==> config.mk <==
export PLATFORM = sky130hd
export DESIGN_NAME = dual_warp_issue
export DESIGN_NICKNAME = d
export VERILOG_FILES = /design/src/rtl/dwi_pkg.sv /design/src/rtl/dwi_rr_pick.sv /design/src/rtl/dwi_dual_gate.sv /design/src/rtl/dwi_lane_group.sv /design/src/rtl/dual_warp_issue.sv
export SDC_FILE = /design/constraint.sdc
export NUM_CORES = 1
export LEC_CHECK = 0
export BUFFER_PORTS_ARGS = -buffer_cell sky130_fd_sc_hd__buf_2
export CAP_MARGIN = 20
export CORE_MARGIN = 10
export CORE_UTILIZATION = 35
export CTS_CLUSTER_DIAMETER = 120
export DETAILED_ROUTE_END_ITERATION = 8
export PLACE_DENSITY = 0.62
export SLEW_MARGIN = 20
export SYNTH_ARGS = -nofsm -noshare
export SYNTH_HDL_FRONTEND = slang
export SYNTH_HIERARCHICAL = 1
export SYNTH_SLANG_ARGS = --single-unit
==> constraint.sdc <==
create_clock -name clk -period 17.68 [get_ports clk]
set_clock_uncertainty 0.05 [all_clocks]
set_input_delay 3.536 -clock clk [delete_from_list [all_inputs] [get_ports clk]]
set_output_delay 3.536 -clock clk [all_outputs]
set_load 0.005 [all_outputs]
==> src/rtl/dwi_pkg.sv <==
package dwi_pkg;
   // lane group roles
   typedef enum logic [1:0] {
      GRP_EVEN   = 2'd0,
      GRP_ODD    = 2'd1,
      GRP_SHARED = 2'd2
   } grp_role_e;

   // number of cycles one warp instruction occupies a group
   function automatic int slice_count(input int threads, input int lanes);
      return threads / lanes;
   endfunction
endpackage

==> src/rtl/dwi_rr_pick.sv <==
module dwi_rr_pick #(
   parameter int N  = 4,
   parameter int IW = 2
) (
   input  logic [N-1:0]  req,
   input  logic [IW-1:0] last,
   output logic          gnt_vld,
   output logic [IW-1:0] gnt_idx
);
   always_comb begin
      gnt_vld = 1'b0;
      gnt_idx = '0;
      for (int k = 1; k <= N; k++) begin
         if (!gnt_vld && req[(int'(last) + k) % N]) begin
            gnt_vld = 1'b1;
            gnt_idx = IW'((int'(last) + k) % N);
         end
      end
   end
endmodule

==> src/rtl/dwi_dual_gate.sv <==
module dwi_dual_gate #(
   parameter int RT_W  = 5,
   parameter int NS_W  = 2,
   parameter int BUD_W = 3
) (
   input  logic             sec_v,
   input  logic [RT_W-1:0]  p_dst,
   input  logic [NS_W-1:0]  p_nsrc,
   input  logic [RT_W-1:0]  s_dst,
   input  logic [RT_W-1:0]  s_src0,
   input  logic [RT_W-1:0]  s_src1,
   input  logic [NS_W-1:0]  s_nsrc,
   input  logic [BUD_W-1:0] budget,
   output logic             ok
);
   localparam int SUM_W = ((NS_W > BUD_W) ? NS_W : BUD_W) + 1;

   logic             raw0, raw1, waw, fits;
   logic [SUM_W-1:0] need;

   always_comb begin
      raw0 = (s_nsrc >= NS_W'(1)) && (s_src0 == p_dst);
      raw1 = (s_nsrc >= NS_W'(2)) && (s_src1 == p_dst);
      waw  = (s_dst == p_dst);
      need = SUM_W'(p_nsrc) + SUM_W'(s_nsrc);
      fits = (need <= SUM_W'(budget));
      ok   = sec_v && !raw0 && !raw1 && !waw && fits;
   end
endmodule

==> src/rtl/dwi_lane_group.sv <==
module dwi_lane_group #(
   parameter int WID_W  = 3,
   parameter int ITAG_W = 8,
   parameter int SLICES = 2,
   parameter int SL_W   = 1
) (
   input  logic              clk,
   input  logic              rst_n,
   input  logic              launch,
   input  logic [WID_W-1:0]  l_warp,
   input  logic [ITAG_W-1:0] l_itag,
   output logic              act,
   output logic [WID_W-1:0]  warp,
   output logic [ITAG_W-1:0] itag,
   output logic [SL_W-1:0]   slice,
   output logic              free,
   output logic              last
);
   localparam logic [SL_W-1:0] LAST_SL = SL_W'(SLICES - 1);

   logic              act_q;
   logic [WID_W-1:0]  warp_q;
   logic [ITAG_W-1:0] itag_q;
   logic [SL_W-1:0]   slice_q;

   assign last = act_q && (slice_q == LAST_SL);
   assign free = !act_q || last;

   always_ff @(posedge clk) begin
      if (!rst_n) begin
         act_q   <= 1'b0;
         warp_q  <= '0;
         itag_q  <= '0;
         slice_q <= '0;
      end else if (launch) begin
         act_q   <= 1'b1;
         warp_q  <= l_warp;
         itag_q  <= l_itag;
         slice_q <= '0;
      end else if (act_q && !last) begin
         slice_q <= slice_q + 1'b1;
      end else begin
         act_q <= 1'b0;
      end
   end

   assign act   = act_q;
   assign warp  = warp_q;
   assign itag  = itag_q;
   assign slice = slice_q;


   slice_step_chk: assert property (@(posedge clk) disable iff (!rst_n)
      (act_q && !last) |=> (act_q && slice_q == $past(slice_q) + 1'b1 &&
                            $stable(warp_q) && $stable(itag_q)));


   accept_free_chk: assert property (@(posedge clk) disable iff (!rst_n)
      (act_q && slice_q == '0) |-> $past(!act_q || slice_q == LAST_SL));
endmodule

==> src/rtl/dual_warp_issue.sv <==
module dual_warp_issue #(
   parameter int NUM_WARPS    = 8,
   parameter int WARP_THREADS = 32,
   parameter int GROUP_LANES  = 16,
   parameter bit SHARED_GROUP = 1'b1,
   parameter int ITAG_W       = 8,
   parameter int RT_W         = 5,
   parameter int PC_W         = 8,
   parameter int BUD_W        = 3,
   localparam int NUM_GRP     = SHARED_GROUP ? 3 : 2,
   localparam int SLICES      = WARP_THREADS / GROUP_LANES,
   localparam int SL_W        = (SLICES > 1) ? $clog2(SLICES) : 1,
   localparam int WID_W       = $clog2(NUM_WARPS)
) (
   input  logic                          clk,
   input  logic                          rst_n,
   input  logic [NUM_WARPS-1:0]          warp_ready,
   input  logic [NUM_WARPS*ITAG_W-1:0]   pri_itag,
   input  logic [NUM_WARPS*RT_W-1:0]     pri_dst,
   input  logic [NUM_WARPS*2-1:0]        pri_nsrc,
   input  logic [NUM_WARPS-1:0]          sec_valid,
   input  logic [NUM_WARPS*ITAG_W-1:0]   sec_itag,
   input  logic [NUM_WARPS*RT_W-1:0]     sec_dst,
   input  logic [NUM_WARPS*RT_W-1:0]     sec_src0,
   input  logic [NUM_WARPS*RT_W-1:0]     sec_src1,
   input  logic [NUM_WARPS*2-1:0]        sec_nsrc,
   input  logic [BUD_W-1:0]              opnd_budget,
   output logic [NUM_GRP-1:0]            grp_vld,
   output logic [NUM_GRP*WID_W-1:0]      grp_warp,
   output logic [NUM_GRP*ITAG_W-1:0]     grp_itag,
   output logic [NUM_GRP*SL_W-1:0]       grp_slice,
   output logic [NUM_WARPS*PC_W-1:0]     warp_pc
);
   import dwi_pkg::*;

   localparam int HALF  = NUM_WARPS / 2;
   localparam int HID_W = $clog2(HALF);
   localparam int NS_W  = 2;

   // elaboration-time parameter checks
   if (slice_count(WARP_THREADS, GROUP_LANES) * GROUP_LANES != WARP_THREADS ||
       SLICES < 2) begin : g_bad_slices
      $error("warp width must be a multiple (>=2) of the lane group width");
   end
   if (NUM_WARPS < 4 || (NUM_WARPS & (NUM_WARPS - 1)) != 0) begin : g_bad_warps
      $error("NUM_WARPS must be a power of two, at least 4");
   end

   // scheduler side
   logic [1:0]        pv, launch, req2, dual_ok, grant2;
   logic [HID_W-1:0]  pidx  [2];
   logic [HID_W-1:0]  ptr_q [2];
   logic [WID_W-1:0]  pw    [2];
   logic [ITAG_W-1:0] s_tag [2];

   // lane group side
   logic [NUM_GRP-1:0] g_launch, g_act, g_free, g_last;
   logic [WID_W-1:0]   g_lwarp [NUM_GRP];
   logic [ITAG_W-1:0]  g_litag [NUM_GRP];
   logic [WID_W-1:0]   g_warp  [NUM_GRP];
   logic [ITAG_W-1:0]  g_itag  [NUM_GRP];
   logic [SL_W-1:0]    g_slice [NUM_GRP];

   // warp state
   logic [NUM_WARPS-1:0]           busy_q, dual_q;
   logic [NUM_WARPS-1:0][PC_W-1:0] pc_q;
   logic [NUM_WARPS-1:0]           fin_hit, launch_hit, dual_hit;

   for (genvar s = 0; s < 2; s++) begin : g_sched
      logic [HALF-1:0] elig;

      for (genvar i = 0; i < HALF; i++) begin : g_elig
         assign elig[i] = warp_ready[2*i+s] && !busy_q[2*i+s];
      end

      dwi_rr_pick #(.N(HALF), .IW(HID_W)) pick_i (
         .req     (elig),
         .last    (ptr_q[s]),
         .gnt_vld (pv[s]),
         .gnt_idx (pidx[s])
      );

      assign pw[s]     = WID_W'(2 * int'(pidx[s]) + s);
      assign s_tag[s]  = sec_itag[pw[s]*ITAG_W +: ITAG_W];

      dwi_dual_gate #(.RT_W(RT_W), .NS_W(NS_W), .BUD_W(BUD_W)) gate_i (
         .sec_v  (sec_valid[pw[s]]),
         .p_dst  (pri_dst [pw[s]*RT_W +: RT_W]),
         .p_nsrc (pri_nsrc[pw[s]*NS_W +: NS_W]),
         .s_dst  (sec_dst [pw[s]*RT_W +: RT_W]),
         .s_src0 (sec_src0[pw[s]*RT_W +: RT_W]),
         .s_src1 (sec_src1[pw[s]*RT_W +: RT_W]),
         .s_nsrc (sec_nsrc[pw[s]*NS_W +: NS_W]),
         .budget (opnd_budget),
         .ok     (dual_ok[s])
      );

      assign launch[s]   = pv[s] && g_free[s];
      assign req2[s]     = launch[s] && dual_ok[s];
      assign g_launch[s] = launch[s];
      assign g_lwarp[s]  = pw[s];
      assign g_litag[s]  = pri_itag[pw[s]*ITAG_W +: ITAG_W];

      always_ff @(posedge clk) begin
         if (!rst_n)         ptr_q[s] <= HID_W'(HALF - 1);
         else if (launch[s]) ptr_q[s] <= pidx[s];
      end


      issue_lat_chk: assert property (@(posedge clk) disable iff (!rst_n)
         launch[s] |=> (g_act[s] && g_slice[s] == '0 && g_warp[s] == $past(pw[s])));
   end

   if (SHARED_GROUP) begin : g_shared
      logic par_q;

      always_ff @(posedge clk) begin
         if (!rst_n) par_q <= 1'b0;
         else        par_q <= !par_q;
      end

      assign grant2[0] = req2[0] && g_free[2] && (!req2[1] || !par_q);
      assign grant2[1] = req2[1] && g_free[2] && (!req2[0] ||  par_q);

      assign g_launch[2] = |grant2;
      assign g_lwarp[2]  = grant2[1] ? pw[1]    : pw[0];
      assign g_litag[2]  = grant2[1] ? s_tag[1] : s_tag[0];


      pair_chk: assert property (@(posedge clk) disable iff (!rst_n)
         (g_act[2] && g_slice[2] == '0) |->
            ((g_act[0] && g_slice[0] == '0 && g_warp[0] == g_warp[2]) ||
             (g_act[1] && g_slice[1] == '0 && g_warp[1] == g_warp[2])));


      shared_turn_chk: assert property (@(posedge clk) disable iff (!rst_n)
         (req2 == 2'b11 && g_free[2]) |=> (g_warp[2][0] == $past(par_q)));
   end else begin : g_noshared
      assign grant2 = '0;
   end

   for (genvar g = 0; g < NUM_GRP; g++) begin : g_grp
      dwi_lane_group #(
         .WID_W(WID_W), .ITAG_W(ITAG_W), .SLICES(SLICES), .SL_W(SL_W)
      ) grp_i (
         .clk    (clk),
         .rst_n  (rst_n),
         .launch (g_launch[g]),
         .l_warp (g_lwarp[g]),
         .l_itag (g_litag[g]),
         .act    (g_act[g]),
         .warp   (g_warp[g]),
         .itag   (g_itag[g]),
         .slice  (g_slice[g]),
         .free   (g_free[g]),
         .last   (g_last[g])
      );

      assign grp_vld[g]                    = g_act[g];
      assign grp_warp [g*WID_W  +: WID_W]  = g_warp[g];
      assign grp_itag [g*ITAG_W +: ITAG_W] = g_itag[g];
      assign grp_slice[g*SL_W   +: SL_W]   = g_slice[g];
   end

   always_comb begin
      fin_hit    = '0;
      launch_hit = '0;
      dual_hit   = '0;
      for (int g = 0; g < NUM_GRP; g++)
         if (g_last[g]) fin_hit[g_warp[g]] = 1'b1;
      for (int s = 0; s < 2; s++) begin
         if (launch[s]) launch_hit[pw[s]] = 1'b1;
         if (grant2[s]) dual_hit[pw[s]]   = 1'b1;
      end
   end

   for (genvar w = 0; w < NUM_WARPS; w++) begin : g_warp_st
      always_ff @(posedge clk) begin
         if (!rst_n) begin
            busy_q[w] <= 1'b0;
            dual_q[w] <= 1'b0;
            pc_q[w]   <= '0;
         end else if (fin_hit[w]) begin
            busy_q[w] <= 1'b0;
            pc_q[w]   <= pc_q[w] + (dual_q[w] ? PC_W'(2) : PC_W'(1));
         end else if (launch_hit[w]) begin
            busy_q[w] <= 1'b1;
            dual_q[w] <= dual_hit[w];
         end
      end


      pc_move_chk: assert property (@(posedge clk) disable iff (!rst_n)
         !$stable(pc_q[w]) |-> $past(fin_hit[w]));
   end

   assign warp_pc = pc_q;
endmodule

==> flow_summary_export.csv, run 1 <==
group,metric,value,unit
global_route,grt_antenna_before_repair,9,
clock_network,cts.clk_slew.worst_paths,0.06,ns
pwr,clkPwrFrac,29.3,%
detailed_routing,via_per_inst,5.280,
yosys,synthDominantAreaCellType,"sky130_fd_sc_hd__dfxtp_1",
sta,report.final.setup_viol,0,
floorplanning,die_span_in_y,177.7,um
yosys,seq_area_frac_synth,28.97,%
worst_setup_path,crit_arrival,8.63,ns
place,port-buffer-count,443,
worst_setup_path,worst-r2r-cell-count,17,
clock_network,ctsHtreeMaxLevel,4,
finish,nFillCells,2361,
global_route,groute.usage.overall,22.39,%
worst_setup_path,worst_r2r_startpoint,"busy_q[2]$_SDFFE_PP0P_",
pwr,p_leak,5.263,nW
detailed_routing,route.antenna.remaining_nets,0,
yosys,postSynth.asyncResetShare,0,%
pwr,power,1.277,mW
yosys,synthesis.area,8706,um^2
worst_setup_path,cp-end-kind,"register",
detailed_routing,drt_pass1_iterations,5,
sta,layout_worst_path_cycle_share,47.36,%
sta,final_max_slew_viol_count,0,
yosys,synthTopCellsByCount,"sky130_fd_sc_hd__dfxtp_1 (120), sky130_fd_sc_hd__mux4_2 (82), sky130_fd_sc_hd__mux2i_1 (56)",
yosys,netlist-cell-type-count,57,
sta,max-slew-margin-rel,38.91,%
worst_setup_path,worst_ep_required_time,17.94,ns
worst_setup_path,cp-start-kind,"input port",
hold_path,hold-path-endpoint,"g_shared.par_q$_SDFF_PN0_",
detailed_routing,detail_route.wl_per_cell,22.39,um
yosys,synth_edf_count,4,
yosys,ys.flop_type,"sky130_fd_sc_hd__dfxtp_1",
hold_path,timing.hold.worst_path_depth,1,
global_route,vias_in_the_first_global_route,8890,
sta,timing.final.hold_violations,0,
worst_setup_path,crit_start,"warp_ready[6]",
hold_path,min_path_type,"register to register",
pwr,p_sw_share,34.78,%
yosys,yosys.cell_count.top_type,"sky130_fd_sc_hd__dfxtp_1",
worst_setup_path,setup.reg_to_reg.worst_slack,12.19,ns
clock_network,clock_insertion_delay_worst_skew,0.42,ns
detailed_routing,drc_violations_left,0,
yosys,netlist.area_leader.share,27.59,%
finish,drive_gt1_share,46.68,%
worst_setup_path,critical_path.max_fanout,40,
finish,num-nets-final,1643,
sta,max_freq,0.1194,GHz
clock_network,cts.repair_timing.setup_buffer_count,0,
sta,tns,0,ns
floorplanning,num_io_pins,444,
outcome,outcome,"completed",
sta,finalWorstPathRequiredPeriod,8.374,ns
yosys,synth-warning-count,6,
global_route,pin_count_of_the_biggest_net_entering_global_routing,78,
detailed_routing,route.final.wire_length,36030,um
worst_setup_path,critPathKind,"input port to register",
clock_network,holdBufCountCts,0,
detailed_routing,first_iter_violations,424,
yosys,synthesis.instances,839,
yosys,synthTopCellsByArea,"sky130_fd_sc_hd__dfxtp_1 (28%), sky130_fd_sc_hd__mux4_2 (21%), sky130_fd_sc_hd__mux2i_1 (6.4%)",
global_route,first_pass_grt_wire_length,53550,um
floorplanning,start_util,35.69,%
yosys,synth.ff_latch_count,124,
place,globalplace.congestion,0.8779,
pwr,ir_drop,0.04991,mV
floorplanning,die-width,177.7,um
clock_network,numCtsBuffers,17,
clock_network,clock_tree_from_tritoncts,"done",
pwr,part_of_the_power_in_combinational_logic,42.7,%
clock_network,cts_num_sinks,124,
clock_network,clockBufferDepth,2,
floorplanning,die-area,31580,um^2
yosys,synth.avg_cell_area,10.38,um^2
clock_network,clockRootBuffer,"sky130_fd_sc_hd__clkbuf_16",
global_route,gr-total-overflow,0,
place,dp.final_hpwl,29720,um
clock_network,post_cts_resize_count,0,
pwr,power_per_cell_area,107.4,nW/um^2
flow_run,timing.max_cap.violations,0,
worst_setup_path,rr_endpoint,"g_grp[2].grp_i/warp[1]$_SDFFE_PN0P_",
finish,area_growth_syn_to_layout,36.59,%
hold_path,holdCritStartpoint,"g_shared.par_q$_SDFF_PN0_",
sta,max_slew.worst_pin.slew,0.9111,ns
yosys,synthesized_net_count,1214,
pwr,intPower,0.8327,mW
pwr,sw_pwr,0.4440,mW
sta,grt_setup_unrepaired,"false",
pwr,seq_power_share,27.9,%
floorplanning,core-area,24390,um^2
detailed_routing,vias,8495,
floorplanning,rows,57,
## metal layers
layer	track usage, %	share of wire (%)	vias to the layer above
met1	24.72	38	4078
met3	6.481	7.0	53
li1	-	-	4034
met4	6.704	2.8	2
met5	0	0.022	-
met2	40.63	52	328
## sequential cells by signal, summed over array words and instances (netlist names)
signal,count
g_grp.grp_i/warp,9
busy_q,8
dual_q,8
ptr_q,4
g_grp.grp_i/slice,3
g_grp.grp_i/act,3
g_shared.par_q,1
warp_pc,64
g_grp.grp_i/itag,24
## worst max-delay path by stage
stage	to	slack (ns)	cells past startpoint
after global placement	g_grp[2].grp_i/warp[0]$_SDFFE_PN0P_	9.08	19
after floorplan	g_grp[2].grp_i/itag[2]$_SDFFE_PN0P_	9.71	21
after detailed placement	g_grp[2].grp_i/itag[3]$_SDFFE_PN0P_	8.89	19
after global routing	dual_q[3]$_SDFFE_PN0P_	8.81	19
after CTS	g_grp[2].grp_i/warp[1]$_SDFFE_PN0P_	9.31	19
final	g_grp[2].grp_i/warp[1]$_SDFFE_PN0P_	9.31	19
## per-stage QoR
step / hold slack [ns] / instances / setup WS, ns / instance area, um^2 / utilization, %
floorplan: 0.3634 / 839 / 9.713 / 8706 / -
global placement: 0.3768 / 1572 / 9.083 / 11230 / 46.06
detailed placement: 0.3864 / 1573 / 8.887 / 11240 / 46.10
CTS: 0.3997 / 1605 / 9.312 / 11880 / 48.71
global route: 0.4274 / 1607 / 8.813 / 11890 / 48.73
finish: 0.4007 / 1609 / 9.306 / 11890 / 48.75
## cell type report
cell class / count / area (um^2) / share of cell area, %
sequential: 124 / 2522 / 21.21
tap: 324 / 405.4 / 3.409
inverter: 53 / 198.9 / 1.673
timing repair buffer: 453 / 2290 / 19.26
antenna: 4 / 10.01 / 0.08418
clock buffer: 20 / 478.0 / 4.019
multi-input combinational: 619 / 5827 / 49.00
clock inverter: 12 / 160.2 / 1.347
## critical path, stage by stage
cell and delay (ns):
sky130_fd_sc_hd__buf_2 0.07, sky130_fd_sc_hd__nor2b_1 0.23, sky130_fd_sc_hd__and2b_1 0.20, sky130_fd_sc_hd__a21oi_2 0.05
sky130_fd_sc_hd__o221ai_4 0.38, sky130_fd_sc_hd__buf_4 0.65, sky130_fd_sc_hd__mux4_2 0.61, sky130_fd_sc_hd__ha_1 0.19
sky130_fd_sc_hd__inv_1 0.06, sky130_fd_sc_hd__fa_1 0.40, sky130_fd_sc_hd__inv_1 0.07, sky130_fd_sc_hd__ha_1 0.23
sky130_fd_sc_hd__a211oi_1 0.22, sky130_fd_sc_hd__o21ai_0 0.15, sky130_fd_sc_hd__nor4_2 0.24, sky130_fd_sc_hd__nand3_1 0.17
sky130_fd_sc_hd__a21boi_2 0.75, sky130_fd_sc_hd__mux2i_1 0.28, sky130_fd_sc_hd__nor2b_1 0.06
## cell families (layout without fill, tap and decap cells)
group / after synthesis / in the layout / synth area share (%)
AND/OR/NAND/NOR: 270 / 270 / 17.94
multiplexers: 148 / 148 / 28.95
flip-flops: 124 / 124 / 28.97
AO/OA/AOI/OAI: 121 / 121 / 9.169
buffers and inverters: 96 / 538 / 4.714
XOR/XNOR: 44 / 44 / 4.427
adder cells (fa/ha/maj): 34 / 34 / 5.749
other: 2 / 6 / 0.08626
## power by group through the flow
| stage | combinational (mW) | sequential (mW) | clock, mW |
|---|---|---|---|
| after floorplan | 0.389 | 0.349 | 0 |
| after global placement | 0.543 | 0.362 | 0 |
| after detailed placement | 0.552 | 0.362 | 0 |
| after CTS | 0.555 | 0.357 | 0.384 |
| after global routing | 0.599 | 0.360 | 0.396 |
| final | 0.545 | 0.357 | 0.375 |
## cells in the final DEF (no fill, tap or decap), drive strengths merged, types with 10 or more instances in the layout
master  netlist  routed
fa           10      10
buf          21     453
dfxtp       120     120
inv          53      54
nand3        26      26
clkbuf       22      20
o31ai        17      17
xnor2        34      34
mux4         82      82
xor2         10      10
nor2         38      38
or4          15      15
nand4        13      13
o21ai        16      16
nor3         16      16
ha           24      24
or3          10      10
mux2         10      10
a21oi        44      44
nand2b       20      20
nand2        47      47
mux2i        56      56
nor2b        44      44
Power figures use the tool's default switching activity.
==> run 2: changes to the inputs <==
- ABC_AREA: not set -> 1
- PLACE_DENSITY: 0.62 -> 0.63
- clock period: 17.68 -> 7.7 ns (I/O delays scaled with it)
==> run 2 against run 1 <==
Against the previous run:
- via count is 43% higher
- design area is 7.6% higher
- global-route usage is 0.73 points higher
- sequential cell count stayed put
- core utilization is 2.6 points lower
- clock power is 120% higher
==> flow_summary_export.csv, run 2 <==
group,metric,value,unit
yosys,synthesized_net_count,2001,
global_route,first_pass_grt_wire_length,65650,um
detailed_routing,drt_pass1_iterations,7,
yosys,ys.flop_type,"sky130_fd_sc_hd__dfxtp_1",
pwr,power_per_cell_area,543.7,nW/um^2
clock_network,numCtsBuffers,17,
global_route,vias_in_the_first_global_route,12246,
yosys,synthTopCellsByArea,"sky130_fd_sc_hd__dfxtp_1 (25%), sky130_fd_sc_hd__nand2_1 (19%), sky130_fd_sc_hd__nand3_1 (11%)",
worst_setup_path,critical_path.max_fanout,37,
finish,multi_input_gate_area_in_the_final_layout,6227,um^2
pwr,p_sw_share,57.62,%
detailed_routing,via_per_inst,5.014,
worst_setup_path,cp-start-kind,"input port",
worst_setup_path,cp-end-kind,"register",
floorplanning,die-width,187.2,um
yosys,seq_area_frac_synth,25.79,%
sta,grt_setup_unrepaired,"false",
global_route,gr-total-overflow,0,
yosys,yosys.cell_count.top_type,"sky130_fd_sc_hd__nand2_1",
sta,tns,0,ns
worst_setup_path,largest_stage_delay_on_the_critical_path,0.75,ns
finish,final_common_cell,"sky130_fd_sc_hd__nand2_1",
finish,num-nets-final,2403,
finish,finalCoreUtilization,46.18,%
worst_setup_path,worst_path_max_delay_cell,"sky130_fd_sc_hd__nor2_2",
yosys,synth.avg_cell_area,6.014,um^2
yosys,postSynth.asyncResetShare,0,%
clock_network,cts.clk_slew.worst_paths,0.06,ns
clock_network,clockRootBuffer,"sky130_fd_sc_hd__clkbuf_16",
yosys,synthTopCellsByCount,"sky130_fd_sc_hd__nand2_1 (493), sky130_fd_sc_hd__nand3_1 (214), sky130_fd_sc_hd__nor2_1 (184)",
place,port-buffer-count,443,
floorplanning,rows,61,
worst_setup_path,critPathKind,"input port to register",
global_route,grt_antenna_before_repair,5,
detailed_routing,route.antenna.remaining_nets,0,
finish,drive_gt1_share,26.76,%
pwr,intPower,2.948,mW
pwr,clkPwrFrac,11.8,%
sta,final_max_slew_viol_count,0,
place,globalplace.congestion,0.9481,
floorplanning,die_span_in_y,187.2,um
finish,mostFrequentLayoutCells,"sky130_fd_sc_hd__nand2_1 (493), sky130_fd_sc_hd__buf_2 (442), sky130_fd_sc_hd__nand3_1 (212), sky130_fd_sc_hd__nor2_1 (183), sky130_fd_sc_hd__inv_1 (154)",
detailed_routing,drc_violations_left,0,
global_route,groute.usage.overall,23.11,%
clock_network,ctsHtreeMaxLevel,4,
finish,ff_latch_area,2522,um^2
sta,report.final.setup_viol,0,
pwr,p_leak,6.564,nW
hold_path,min_path_type,"register to register",
clock_network,clockBufferDepth,2,
detailed_routing,vias,12144,
clock_network,clock_insertion_delay_worst_skew,0.42,ns
clock_network,holdBufCountCts,0,
finish,nFillCells,2974,
pwr,sw_pwr,4.008,mW
yosys,synth-warning-count,6,
global_route,pin_count_of_the_biggest_net_entering_global_routing,59,
sta,layout_worst_path_cycle_share,90.98,%
yosys,synth_edf_count,4,
worst_setup_path,crit_arrival,7.27,ns
detailed_routing,route.final.wire_length,41960,um
floorplanning,die-area,35030,um^2
yosys,synthDominantAreaCellType,"sky130_fd_sc_hd__dfxtp_1",
finish,area_growth_syn_to_layout,30.83,%
floorplanning,core-area,27710,um^2
pwr,ir_drop,0.5313,mV
worst_setup_path,worst_ep_required_time,7.97,ns
finish,largest_register_ff_count,64,
yosys,netlist-cell-type-count,39,
sta,finalWorstPathRequiredPeriod,7.005,ns
sta,timing.final.hold_violations,0,
detailed_routing,first_iter_violations,767,
yosys,netlist.area_leader.share,24.56,%
sta,max-slew-margin-rel,45.82,%
clock_network,cts_num_sinks,124,
yosys,synthesis.instances,1626,
floorplanning,start_util,35.30,%
clock_network,clock_tree_from_tritoncts,"done",
yosys,synthesis.area,9779,um^2
detailed_routing,detail_route.wl_per_cell,17.32,um
pwr,part_of_the_power_in_combinational_logic,75.4,%
place,dp.final_hpwl,34400,um
clock_network,cts.repair_timing.setup_buffer_count,0,
flow_run,timing.max_cap.violations,0,
floorplanning,num_io_pins,444,
outcome,outcome,"completed",
yosys,synth.ff_latch_count,124,
pwr,seq_power_share,12.8,%
sta,max_slew.worst_pin.slew,0.8089,ns
sta,max_freq,0.1428,GHz
[run 2: cell types whose count changed after synthesis, sizes merged, moves of 34 or more]
cell	delta
nand2	+477
nor2b	-44
mux4	-82
nor2	+152
a21oi	+34
mux2i	-56
nand3	+189
o21ai	+69
a22oi	+65
inv	+114
[run 2: cell families (layout without fill, tap and decap cells)]
group	after synthesis	after routing	share of synthesized area [%]
and+or+nand+nor	983	983	43.68
buffers and inverters	241	655	10.66
AOI/OAI and AO/OA	236	236	14.14
DFF	124	124	25.79
adders and majority gates	34	34	5.118
xor gates and xnor gates	6	6	0.5374
other	2	6	0.07679
[run 2: worst max-delay path: cells and delay by family]
family                   cells  cell delay (ns)
AO/OA/AOI/OAI                4             0.85
adder cells (fa/ha/maj)      3             0.92
buffers and inverters        6             0.70
AND/OR/NAND/NOR             20             3.23
[run 2: metal layers]
layer | vias to the layer above | global-route usage [%] | wire length [um]
met5 | - | 0 | 0
met4 | 0 | 7.475 | 979
met3 | 60 | 6.320 | 3145
met2 | 405 | 40.06 | 20610
met1 | 5550 | 26.95 | 17230
li1 | 6129 | - | -
[run 2: final cells by class]
| class | instances | share of cell area (%) |
|---|---|---|
| diodes | 4 | 0.07823 |
| clock buffers | 20 | 3.657 |
| clock inverters | 11 | 1.037 |
| inverters | 167 | 4.977 |
| multi-input cells | 1261 | 48.67 |
| flip-flops and latches | 124 | 19.71 |
| well taps | 378 | 3.696 |
| repair buffers | 457 | 18.17 |
[run 2: power groups by stage]
stage | registers, mW | clock network, mW | logic (mW)
after floorplan | 0.868 | 0 | 4.00
after global placement | 0.901 | 0 | 5.15
after detailed placement | 0.903 | 0 | 5.24
after CTS | 0.892 | 0.842 | 5.26
after global routing | 0.907 | 0.870 | 5.99
final | 0.891 | 0.821 | 5.24
[run 2: path summary, 6_finish.rpt]
| kind | from | end | slack, ns | cells after the start |
|---|---|---|---|---|
| worst min register to register | g_shared.par_q$_SDFF_PN0_ | g_shared.par_q$_SDFF_PN0_ | 0.40 | 1 |
| worst min-delay path | g_shared.par_q$_SDFF_PN0_ | g_shared.par_q$_SDFF_PN0_ | 0.40 | 1 |
| worst max-delay path | warp_ready[5] | g_grp[2].grp_i/itag[7]$_SDFFE_PN0P_ | 0.69 | 33 |
| worst max register to register | ptr_q[1][0]$_SDFFCE_PN1P_ | g_grp[2].grp_i/itag[7]$_SDFFE_PN0P_ | 1.40 | 30 |
[run 2: what timing repair did]
action,CTS,global route
hold endpoints to repair,0,0
setup endpoints to repair,0,1
resized for setup,0,1
[run 2: through the flow]
step	cell area (um^2)	total power [mW]	setup WS, ns	hold WS, ns	std cells
floorplan	9779	4.869	2.023	0.3639	1626
global placement	12180	6.050	0.3699	0.3926	2387
detailed placement	12180	6.139	0.1592	0.3906	2387
CTS	12780	6.991	0.5900	0.4035	2418
global route	12790	7.765	0.1121	0.4427	2420
finish	12790	6.956	0.6948	0.4034	2422
==> run 3: changes to the inputs <==
- CORE_MARGIN: 10 -> 4
- PLACE_DENSITY: 0.63 -> 0.73
==> run 3 against run 2 <==
Against the previous run:
- hold slack better by 0.0039 ns
- global-route usage up 1.4 points
- sequential power about the same
- critical path depth unchanged
- sequential cell count unchanged
- clock power down 1%
- core utilization up 0.73 points
- first-iteration DRC count up 14%
- combinational power about the same
==> flow_summary_export.csv, run 3 (synthesis gave the netlist of run 2 again) <==
group,metric,value,unit
worst_setup_path,crit_arrival,6.93,ns
pwr,power_per_cell_area,541.3,nW/um^2
global_route,grt_util_met3,4.955,%
outcome,outcome,"completed",
floorplanning,rows,60,
clock_network,numCtsBuffers,17,
clock_network,cts.clk_slew.worst_paths,0.06,ns
floorplanning,die_span_in_y,175.2,um
flow_run,timing.max_cap.violations,0,
finish,nFillCells,2878,
worst_setup_path,largest_stage_delay_on_the_critical_path,0.58,ns
finish,area_growth_syn_to_layout,30.73,%
global_route,gr-total-overflow,0,
place,globalplace.congestion,0.9236,
sta,layout_worst_path_cycle_share,86.68,%
global_route,groute.usage.overall,24.54,%
clock_network,ctsHtreeMaxLevel,4,
sta,max_freq,0.1498,GHz
detailed_routing,first_iter_violations,878,
detailed_routing,detail_route.wl_per_cell,16.31,um
worst_setup_path,critPathKind,"input port to register",
clock_network,clockBufferDepth,2,
pwr,ir_drop,0.3819,mV
worst_setup_path,cp-end-kind,"register",
clock_network,cts_num_sinks,124,
clock_network,post_cts_resize_count,0,
hold_path,min_path_type,"register to register",
sta,final_max_slew_viol_count,0,
clock_network,cts.repair_timing.setup_buffer_count,0,
finish,drive_gt1_share,26.90,%
clock_network,clock_insertion_delay_worst_skew,0.42,ns
finish,mostFrequentLayoutCells,"sky130_fd_sc_hd__nand2_1 (493), sky130_fd_sc_hd__buf_2 (442), sky130_fd_sc_hd__nand3_1 (211), sky130_fd_sc_hd__nor2_1 (183), sky130_fd_sc_hd__inv_1 (154)",
clock_network,clock_tree_from_tritoncts,"done",
finish,final_common_cell,"sky130_fd_sc_hd__nand2_1",
global_route,grt_met1_use,31.03,%
floorplanning,die-area,30680,um^2
worst_setup_path,critical_path.max_fanout,37,
finish,ff_latch_area,2522,um^2
sta,report.final.setup_viol,0,
finish,largest_register_ff_count,64,
finish,num-nets-final,2403,
global_route,first_pass_grt_wire_length,60470,um
floorplanning,start_util,35.89,%
global_route,grt_antenna_before_repair,9,
pwr,power,6.920,mW
detailed_routing,vias,12264,
worst_setup_path,worst_path_max_delay_cell,"sky130_fd_sc_hd__nor2_2",
sta,finalWorstPathRequiredPeriod,6.674,ns
floorplanning,die-width,175.2,um
global_route,pin_count_of_the_biggest_net_entering_global_routing,56,
global_route,use_met2,42.22,%
clock_network,holdBufCountCts,0,
floorplanning,num_io_pins,444,
pwr,p_leak,6.561,nW
worst_setup_path,cp-start-kind,"input port",
sta,max_slew.worst_pin.slew,0.7985,ns
detailed_routing,via_per_inst,5.068,
sta,timing.final.hold_violations,0,
place,dp.final_hpwl,31750,um
detailed_routing,route.final.wire_length,39470,um
detailed_routing,route.antenna.remaining_nets,0,
worst_setup_path,worst_ep_required_time,7.96,ns
place,port-buffer-count,443,
floorplanning,core-area,27250,um^2
sta,tns,0,ns
global_route,vias_in_the_first_global_route,11664,
clock_network,clockRootBuffer,"sky130_fd_sc_hd__clkbuf_16",
sta,grt_setup_unrepaired,"false",
finish,multi_input_gate_area_in_the_final_layout,6232,um^2
sta,max-slew-margin-rel,46.52,%
detailed_routing,drt_pass1_iterations,5,
detailed_routing,drc_violations_left,0,
global_route,busiest_layer,"met2",
[run 3: cell count changes in the layout (fill, tap and decap cells not counted), sizes merged]
cell	previous run	this run
diode	4	7
inv	170	174
clkbuf	20	17
clkinvlp	2	3
clkinv	4	3
[run 3: power breakdown]
part	internal [mW]	total [mW]	switching [mW]
registers	0.777	0.890	0.113
clock network	0.482	0.811	0.329
logic	1.66	5.22	3.56
[run 3: final timing paths]
kind | from | end | slack [ns] | cells past startpoint
worst min register to register | g_shared.par_q$_SDFF_PN0_ | g_shared.par_q$_SDFF_PN0_ | 0.41 | 1
worst max register to register | ptr_q[1][0]$_SDFFCE_PN1P_ | g_grp[2].grp_i/itag[4]$_SDFFE_PN0P_ | 1.76 | 30
worst max-delay path | warp_ready[5] | g_grp[2].grp_i/itag[4]$_SDFFE_PN0P_ | 1.03 | 33
worst min-delay path | g_shared.par_q$_SDFF_PN0_ | g_shared.par_q$_SDFF_PN0_ | 0.41 | 1
[run 3: through the flow]
| stage | util, % | instance area (um^2) | hold WS (ns) | worst slack [ns] | instances |
|---|---|---|---|---|---|
| 6_report | 46.91 | 12780 | 0.4073 | 1.026 | 2420 |
| 5_1_grt | 46.86 | 12770 | 0.4593 | 0.4110 | 2414 |
| 4_1_cts | 46.85 | 12770 | 0.4154 | 1.075 | 2413 |
| 3_5_place_dp | 44.70 | 12180 | 0.4021 | 0.6506 | 2381 |
| 3_3_place_gp | 44.70 | 12180 | 0.3895 | 0.8103 | 2381 |
| 2_1_floorplan | - | 9779 | 0.3639 | 2.023 | 1626 |
[run 3: worst max-delay path: cells and delay by family]
family,cells,cell delay (ns)
AOI/OAI and AO/OA,4,0.86
adders and majority gates,3,0.92
buffers and inverters,6,0.71
and+or+nand+nor,20,2.91
[run 3: cell type report]
cell class / count / share of cell area (%)
repair buffers: 457 / 18.18
inverters: 167 / 4.981
multi-input cells: 1261 / 48.75
diodes: 7 / 0.1370
clock inverters: 15 / 1.253
clock buffers: 17 / 3.327
well taps: 372 / 3.641
flip-flops and latches: 124 / 19.73
[run 3: layer usage]
layer | vias up | part of all wire [%]
met2 | 472 | 48
met3 | 65 | 8.0
met5 | - | 0
met4 | 0 | 2.8
li1 | 6119 | -
met1 | 5608 | 42
